**config.mk**
```make
export PLATFORM = sky130hd
export DESIGN_NAME = lut_cell
export DESIGN_NICKNAME = d
export VERILOG_FILES = /design/src/rtl/lut_cell_pkg.sv /design/src/rtl/lut_table.sv /design/src/rtl/cfg_loader.sv /design/src/rtl/cell_out_path.sv /design/src/rtl/lut_cell.sv
export SDC_FILE = /design/constraint.sdc
export NUM_CORES = 1
export LEC_CHECK = 0
export BUFFER_PORTS_ARGS = -buffer_cell sky130_fd_sc_hd__buf_2
export CAP_MARGIN = 0
export CORE_ASPECT_RATIO = 0.6
export CORE_MARGIN = 2
export CORE_UTILIZATION = 50
export CTS_BUF_LIST = sky130_fd_sc_hd__clkbuf_8
export CTS_CLUSTER_SIZE = 12
export DETAILED_ROUTE_END_ITERATION = 6
export PLACE_DENSITY = 0.79
export REMOVE_ABC_BUFFERS = 1
export SLEW_MARGIN = 20
export SYNTH_ARGS = -nofsm -noshare
export SYNTH_HDL_FRONTEND = slang
export SYNTH_HIERARCHICAL = 1
export SYNTH_SLANG_ARGS = --single-unit
```
**constraint.sdc**
```tcl
create_clock -name clk -period 6 [get_ports clk]
set_input_delay 1.2 -clock clk [delete_from_list [all_inputs] [get_ports clk]]
set_output_delay 1.2 -clock clk [all_outputs]
set_load 0.02 [all_outputs]
```
**src/rtl/lut_cell_pkg.sv**
```systemverilog
package lut_cell_pkg;

  // Per-output mode field, LSB first: comb source, flop data source, output select
  typedef struct packed {
    logic out_reg;      // 1: output shows flip-flop
    logic d_from_h;     // 1: flip-flop loads H result
    logic comb_from_h;  // 1: combinational value is H result
  } out_mode_t;

  localparam int unsigned MODE_W   = 3;
  localparam int unsigned N_OUTS   = 2;
  localparam int unsigned H_K      = 3;

endpackage

```
**src/rtl/lut_table.sv**
```systemverilog
module lut_table #(
  parameter int unsigned K = 4,
  localparam int unsigned DEPTH = 1 << K
) (
  input  logic [DEPTH-1:0] tbl,
  input  logic [K-1:0]     sel,
  output logic             q
);

  always_comb begin
    q = tbl[sel];
  end

endmodule

```
**src/rtl/cfg_loader.sv**
```systemverilog
module cfg_loader #(
  parameter int unsigned W = 46,
  localparam int unsigned CW = $clog2(W + 1)
) (
  input  logic         clk,
  input  logic         rst_n,
  input  logic         in_valid,
  output logic         in_ready,
  input  logic         in_bit,
  output logic [W-1:0] word,
  output logic         done
);

  logic [CW-1:0] count;
  logic          take;

  assign in_ready = !done;
  assign take     = in_valid && in_ready;

  always_ff @(posedge clk) begin
    if (!rst_n) begin
      count <= '0;
      done  <= 1'b0;
      word  <= '0;
    end else if (take) begin
      // right shift: the first bit lands in position 0 after W transfers
      word  <= {in_bit, word[W-1:1]};
      count <= count + 1'b1;
      if (count == CW'(W - 1)) begin
        done <= 1'b1;
      end
    end
  end

endmodule

```
**src/rtl/cell_out_path.sv**
```systemverilog
module cell_out_path
  import lut_cell_pkg::*;
(
  input  logic      clk,
  input  logic      rst_n,
  input  logic      live,
  input  out_mode_t mode,
  input  logic      own_val,
  input  logic      h_val,
  output logic      q,
  output logic      out
);

  logic comb_val;
  logic d_val;

  always_comb begin
    comb_val = mode.comb_from_h ? h_val : own_val;
    d_val    = mode.d_from_h    ? h_val : own_val;
  end

  always_ff @(posedge clk) begin
    if (!rst_n || !live) begin
      q <= 1'b0;
    end else begin
      q <= d_val;
    end
  end

  always_comb begin
    if (!live) begin
      out = 1'b0;
    end else begin
      out = mode.out_reg ? q : comb_val;
    end
  end

endmodule

```
**src/rtl/lut_cell.sv**
```systemverilog
module lut_cell
  import lut_cell_pkg::*;
#(
  parameter int unsigned FG_K = 4
) (
  input  logic            clk,
  input  logic            rst_n,
  input  logic            cfg_valid,
  output logic            cfg_ready,
  input  logic            cfg_bit,
  output logic            cfg_done,
  input  logic [FG_K-1:0] f_in,
  input  logic [FG_K-1:0] g_in,
  input  logic            h_in,
  output logic            x_out,
  output logic            y_out
);

  localparam int unsigned FG_BITS = 1 << FG_K;
  localparam int unsigned H_BITS  = 1 << H_K;
  localparam int unsigned F_LO    = 0;
  localparam int unsigned G_LO    = F_LO + FG_BITS;
  localparam int unsigned H_LO    = G_LO + FG_BITS;
  localparam int unsigned M_LO    = H_LO + H_BITS;
  localparam int unsigned CFG_W   = M_LO + N_OUTS * MODE_W;

  logic [CFG_W-1:0] cfg_word;
  logic             f_val;
  logic             g_val;
  logic             h_val;
  out_mode_t        mode_x;
  out_mode_t        mode_y;
  logic             q_x;
  logic             q_y;

  cfg_loader #(.W(CFG_W)) u_loader (
    .clk      (clk),
    .rst_n    (rst_n),
    .in_valid (cfg_valid),
    .in_ready (cfg_ready),
    .in_bit   (cfg_bit),
    .word     (cfg_word),
    .done     (cfg_done)
  );

  lut_table #(.K(FG_K)) u_f (
    .tbl (cfg_word[F_LO +: FG_BITS]),
    .sel (f_in),
    .q   (f_val)
  );

  lut_table #(.K(FG_K)) u_g (
    .tbl (cfg_word[G_LO +: FG_BITS]),
    .sel (g_in),
    .q   (g_val)
  );

  lut_table #(.K(H_K)) u_h (
    .tbl (cfg_word[H_LO +: H_BITS]),
    .sel ({h_in, g_val, f_val}),
    .q   (h_val)
  );

  assign mode_x = out_mode_t'(cfg_word[M_LO +: MODE_W]);
  assign mode_y = out_mode_t'(cfg_word[M_LO + MODE_W +: MODE_W]);

  logic [N_OUTS-1:0] own_vals;
  logic [N_OUTS-1:0] outs;
  logic [N_OUTS-1:0] qs;
  out_mode_t         modes [N_OUTS];

  assign own_vals = {g_val, f_val};
  assign modes[0] = mode_x;
  assign modes[1] = mode_y;

  for (genvar i = 0; i < N_OUTS; i++) begin : g_out
    cell_out_path u_path (
      .clk     (clk),
      .rst_n   (rst_n),
      .live    (cfg_done),
      .mode    (modes[i]),
      .own_val (own_vals[i]),
      .h_val   (h_val),
      .q       (qs[i]),
      .out     (outs[i])
    );
  end

  assign q_x   = qs[0];
  assign q_y   = qs[1];
  assign x_out = outs[0];
  assign y_out = outs[1];

endmodule

```
# == Word level (Yosys, flattened, before mapping) ==
# Cells that the tools add are included.
# op_classes
n_eq_ne,1
order_cmp,3
muxes,14
n_reduce_logical,5
addsub,1
# ops
operator,n
1-bit two-way mux,11
"4-bit by 5-bit less-than comparator with 1-bit output, second input constant",2
1-bit binary-select mux with 4-bit select,2
"6-bit by 1-bit adder with 6-bit output, second input constant",1
"6-bit == test, second input constant",1
"3-bit by 4-bit less-than comparator with 1-bit output, second input constant",1
1-bit binary-select mux with 3-bit select,1
1-bit logical NOT,2
2-bit AND reduction,1
1-bit logical AND,1
1-bit logical OR,1
# word_totals
input_bits,13
output_inout_bits,4
ff_bits,55
elab_cells,29

# == Depth between registers and ports, before layout ==
# logic_depth
ltp_word,7
ltp_mapped,7

# == By module ==
# The synthesis kept the hierarchy.
# by_module_without_submodules
mod,area_each_um2,n_inst,cells_each,seq_area_each_um2
cfg_loader,2024.4,1,239,1061.0
lut_table (u_f ...),135.1,2,7,0.0
cell_out_path,65.1,2,7,20.0
lut_table (u_h),63.8,1,3,0.0

# == Worst setup path before layout ==
# OpenSTA, ideal clock, no wires.
# synth_timing
path_type,input port to output port
from,in f_in[0]
to,out x_out
path_stages,7
slack_ns,1.520
arrival_ns,3.280
n_path_buf,0
cell_sequence,mux4_1 mux2i_1 mux2i_1 mux4_1 mux2_2 mux2_1 o211a_1
# synth_via
elab_chain_len,7
# synth_lines
item,line_no,text
start: declaration,lut_cell.sv:12,"input logic [FG_K-1:0] f_in,"
1-bit binary-select mux with 4-bit select,lut_table.sv:11,q = tbl[sel];
1-bit two-way mux (implied by the code),lut_table.sv:11,
net f_val,lut_cell.sv:28,logic f_val;
1-bit binary-select mux with 3-bit select,lut_table.sv:11,
1-bit two-way mux (implied by the code),lut_table.sv:11,
net h_val,lut_cell.sv:30,logic h_val;
1-bit two-way mux,cell_out_path.sv:18,comb_val = mode.comb_from_h ? h_val : own_val;
1-bit two-way mux,cell_out_path.sv:34,out = mode.out_reg ? q : comb_val;
1-bit two-way mux,cell_out_path.sv:31,if (!live) begin
end: declaration,lut_cell.sv:15,"output logic x_out,"
# The timed path passes the listed nets, and every way through them passes these cells. The select of a mux whose other input is x is not followed.

# == Worst setup path in the final report ==
# layout_timing
from,in f_in[0]
to,out y_out
# layout_via
elab_chain_len,7
# layout_lines
item,line_no,text
1-bit binary-select mux with 4-bit select,lut_table.sv:11,
1-bit two-way mux (implied by the code),lut_table.sv:11,
net f_val,lut_cell.sv:28,
1-bit binary-select mux with 3-bit select,lut_table.sv:11,
1-bit two-way mux (implied by the code),lut_table.sv:11,
net h_val,lut_cell.sv:30,
1-bit two-way mux,cell_out_path.sv:18,
1-bit two-way mux,cell_out_path.sv:34,
1-bit two-way mux,cell_out_path.sv:31,
end: declaration,lut_cell.sv:16,output logic y_out
# The timed path passes the listed nets, and every way through them passes these cells. The select of a mux whose other input is x is not followed.

==> flow_summary.toml <==
[finish]
drive_gt1_share_pct = 9.712
antenna_cells = 0
stdcell_count = 341
fillCellCount = 403
area_delta_synth_final_pct = 7.743
design_area_sq_um = 2681
fin_util_pct = 57.25
final_nets = 293

[cts]
cts_sinks = 55
clkLatencyLatePin_ns = 0.30
post_cts_buffers = 0
cts_tree = "done"
post_cts_resized = 0
ctsHtreeMaxLevel = 2
clockRootBuffer = "clkbuf_8"
cts_hold_buffers = 0
clk_pin_slew_ns = 0.09
clockBufferDepth = 2
numCtsBuffers = 5

[yosys]
synth_cell_type_count = 25
synthesis.area_sq_um = 2489
syn_avg_cell_area_sq_um = 9.217
ys_seq_area_share_pct = 44.24
ys_seq_elements = 55
netlist_instances = 270
yosysWarnings = 6

[detailed_routing]
drcViolationCount = 0
drtIter0Drc = 140
finalWirelength_um = 4639
via_count = 1815
post_drt_via_cell_ratio = 5.323
wl_per_cell_um = 13.60
drtAntennaViolNets = 0
drtPass1Iterations = 4

[floorplan]
io_pins = 17
dieArea_sq_um = 5576
die_w_um = 95.08
die_h_um = 58.65
coreArea_sq_um = 4683
rows = 19
initial_utilization_pct = 53.14

[timing]
fmax_mhz = 202.0
finalSetupViolCount = 0
hold_slack_ns = 0.4605
clock_skew_ns = 0.006486
period_share_pct = 82.52
setup_ws_ns = 1.049
worst_pin_slew_ns = 0.8119
final_max_slew_viol_count = 0
hold_viol = 0
rsz0062_at_grt = "no"
min_period_ns = 4.951
maxSlewHeadroom_pct = 45.88
fin_tns_setup_ns = 0

[grt]
grt_overflow = 0
antenna_found_initial = 0
grt_max_degree = 58
grt_usage_pct = 18.52
grt_pass1_vias = 1664
grt_pass1_wl_um = 7928

[power]
pwr_density_cell_nw_per_um2 = 226.5
clockPowerShare_pct = 33.2
combPwrFrac_pct = 5.9
power_leakage_nw = 1.022
ir_worst_vdd_v = 0.0001258
p_int_mw = 0.4723
power.switching_mw = 0.1352
power_frac_seq_pct = 60.9
power.total_mw = 0.6074
p_sw_share_pct = 22.25

[setup_path]
crit_start = "f_in[0]"
r2r-end = "g_out[0].u_path/q"
slowest_delay_ns = 0.61
worst-path-buf-inv = 2
cp_slowest_cell = "mux4_1"
path_depth = 9
crit_end = "y_out"
worst_r2r_path_depth = 7
cp.required_ns = 4.80
cp-end-kind = "output port"
cp-start-kind = "input port"
cp.arrival_ns = 3.75
crit_fanout = 4
timing.rr.start = "u_loader/word[6]"
path_class = "in2out"
crit_family = "multiplexers"
path_cells = "buf_2 > mux4_1 > mux2i_1 > mux2i_1 > mux4_1 > mux2_2 > mux2_1 > o211a_1 > buf_2"
reg2reg_setup_slack_ns = 3.61

[flow_run]
maxCapViolCount = 0

[placement]
dp.cells = 334
dpl_cell_area_sq_um = 2594
io_buffers = 16
place_ws_ns = 1.069
place.gp.congestion = 0.7869
dp.final_hpwl_um = 3148

[min_path]
hp-class = "reg2reg"

[run_status]
status = "finished, final reports clean"
power groups by stage:
| stage | combinational [mW] | sequential [mW] | clock, mW |
|---|---|---|---|
| after global placement | 0.0352 | 0.378 | 0 |
| final | 0.0358 | 0.370 | 0.202 |
| after detailed placement | 0.0358 | 0.378 | 0 |
| after floorplan | 0.0191 | 0.378 | 0 |
| after CTS | 0.0359 | 0.370 | 0.210 |
| after global routing | 0.0391 | 0.370 | 0.227 |
area by class of cell:
type                    count  area (sq um)  share of cell area, %
multi-input cells         196          1311                  48.90
flip-flops and latches     55          1101                  41.06
repair buffers             18         95.09                  3.546
clock buffers               6         82.58                  3.080
well taps                  63         78.83                  2.940
inverters                   2         7.507                 0.2800
clock inverters             1         5.005                 0.1867
cell families after synthesis:
logic type | Yosys count | synth area share (%)
xor gates and xnor gates | 2 | 0.7040
DFF | 55 | 44.24
buffers and inverters | 19 | 3.168
and+or+nand+nor | 118 | 19.36
AOI/OAI and AO/OA | 51 | 15.59
muxes | 23 | 15.94
adders and majority gates | 2 | 1.005
cell usage after synthesis:
library cell  number  area, sq um
dfxtp_1           55         1101
mux2_1             2        22.52
nand4b_1           1        8.760
mux2i_1           10        100.1
mux4_1            10        262.8
and2_1             2        12.51
buf_2              6        30.03
nand2_1          100        375.4
nor2b_1            1        6.260
o211a_1            2        20.02
nand4_1            1        6.260
nor2_1             4        15.01
o31ai_1            1        7.510
nand3b_1           1        7.510
xnor2_1            2        17.52
or4_1              1        7.510
a21boi_1          47        352.8
nand2b_1           5        31.28
mux2_2             1        11.26
nand3_1            1        5.000
o21a_1             1        7.510
ha_1               2        25.02
and3_1             1        6.260
clkbuf_1          11        41.29
inv_1              2        7.510
how the worst min path moves through the flow:
stage | cells after the start | end | from
final | 2 | u_loader/word[0] | u_loader/word[0]
after global routing | 2 | u_loader/word[0] | u_loader/word[0]
after CTS | 2 | u_loader/word[0] | u_loader/word[0]
after detailed placement | 2 | u_loader/word[0] | u_loader/word[0]
after global placement | 2 | u_loader/word[0] | u_loader/word[0]
after floorplan | 2 | u_loader/word[0] | u_loader/word[0]
tightest hold or removal path: cells and delay by family, from the launching register on:
family           cells  cell delay (ns)
AO/OA/AOI/OAI        1             0.05
flip-flops           1             0.32
AND/OR/NAND/NOR      1             0.05
metal layers:
metal / vias to the layer above / GRT usage (%) / routed length, um
li1: 929 / - / -
met5: - / 0 / 0
met3: 2 / 4.225 / 225
met2: 38 / 27.26 / 2035
met1: 846 / 27.45 / 2358
met4: 0 / 5.383 / 21
placed cells by master, fill, tap and decap left out:
cell type,count
clkinv_2,1
a21boi_1,47
nand2_1,100
nor2_1,4
ha_1,2
nor2b_2,1
o31ai_1,1
or4_1,1
o21a_1,1
nand3_1,1
nand4_1,1
mux2_1,2
mux2i_1,10
o211a_1,2
dfxtp_1,55
buf_2,16
and2_1,2
mux2_2,1
nand4b_1,1
nand2b_1,5
buf_4,2
clkbuf_8,6
inv_1,2
mux4_1,10
nand3b_1,1
and3_1,1
xnor2_1,2
state kept, by name, indices dropped and copies added, names as in the netlist:
name	count
u_loader/word	46
u_loader/count	6
g_out.u_path/q	2
u_loader/done	1
No activity file was read; power rests on OpenSTA's default activity.
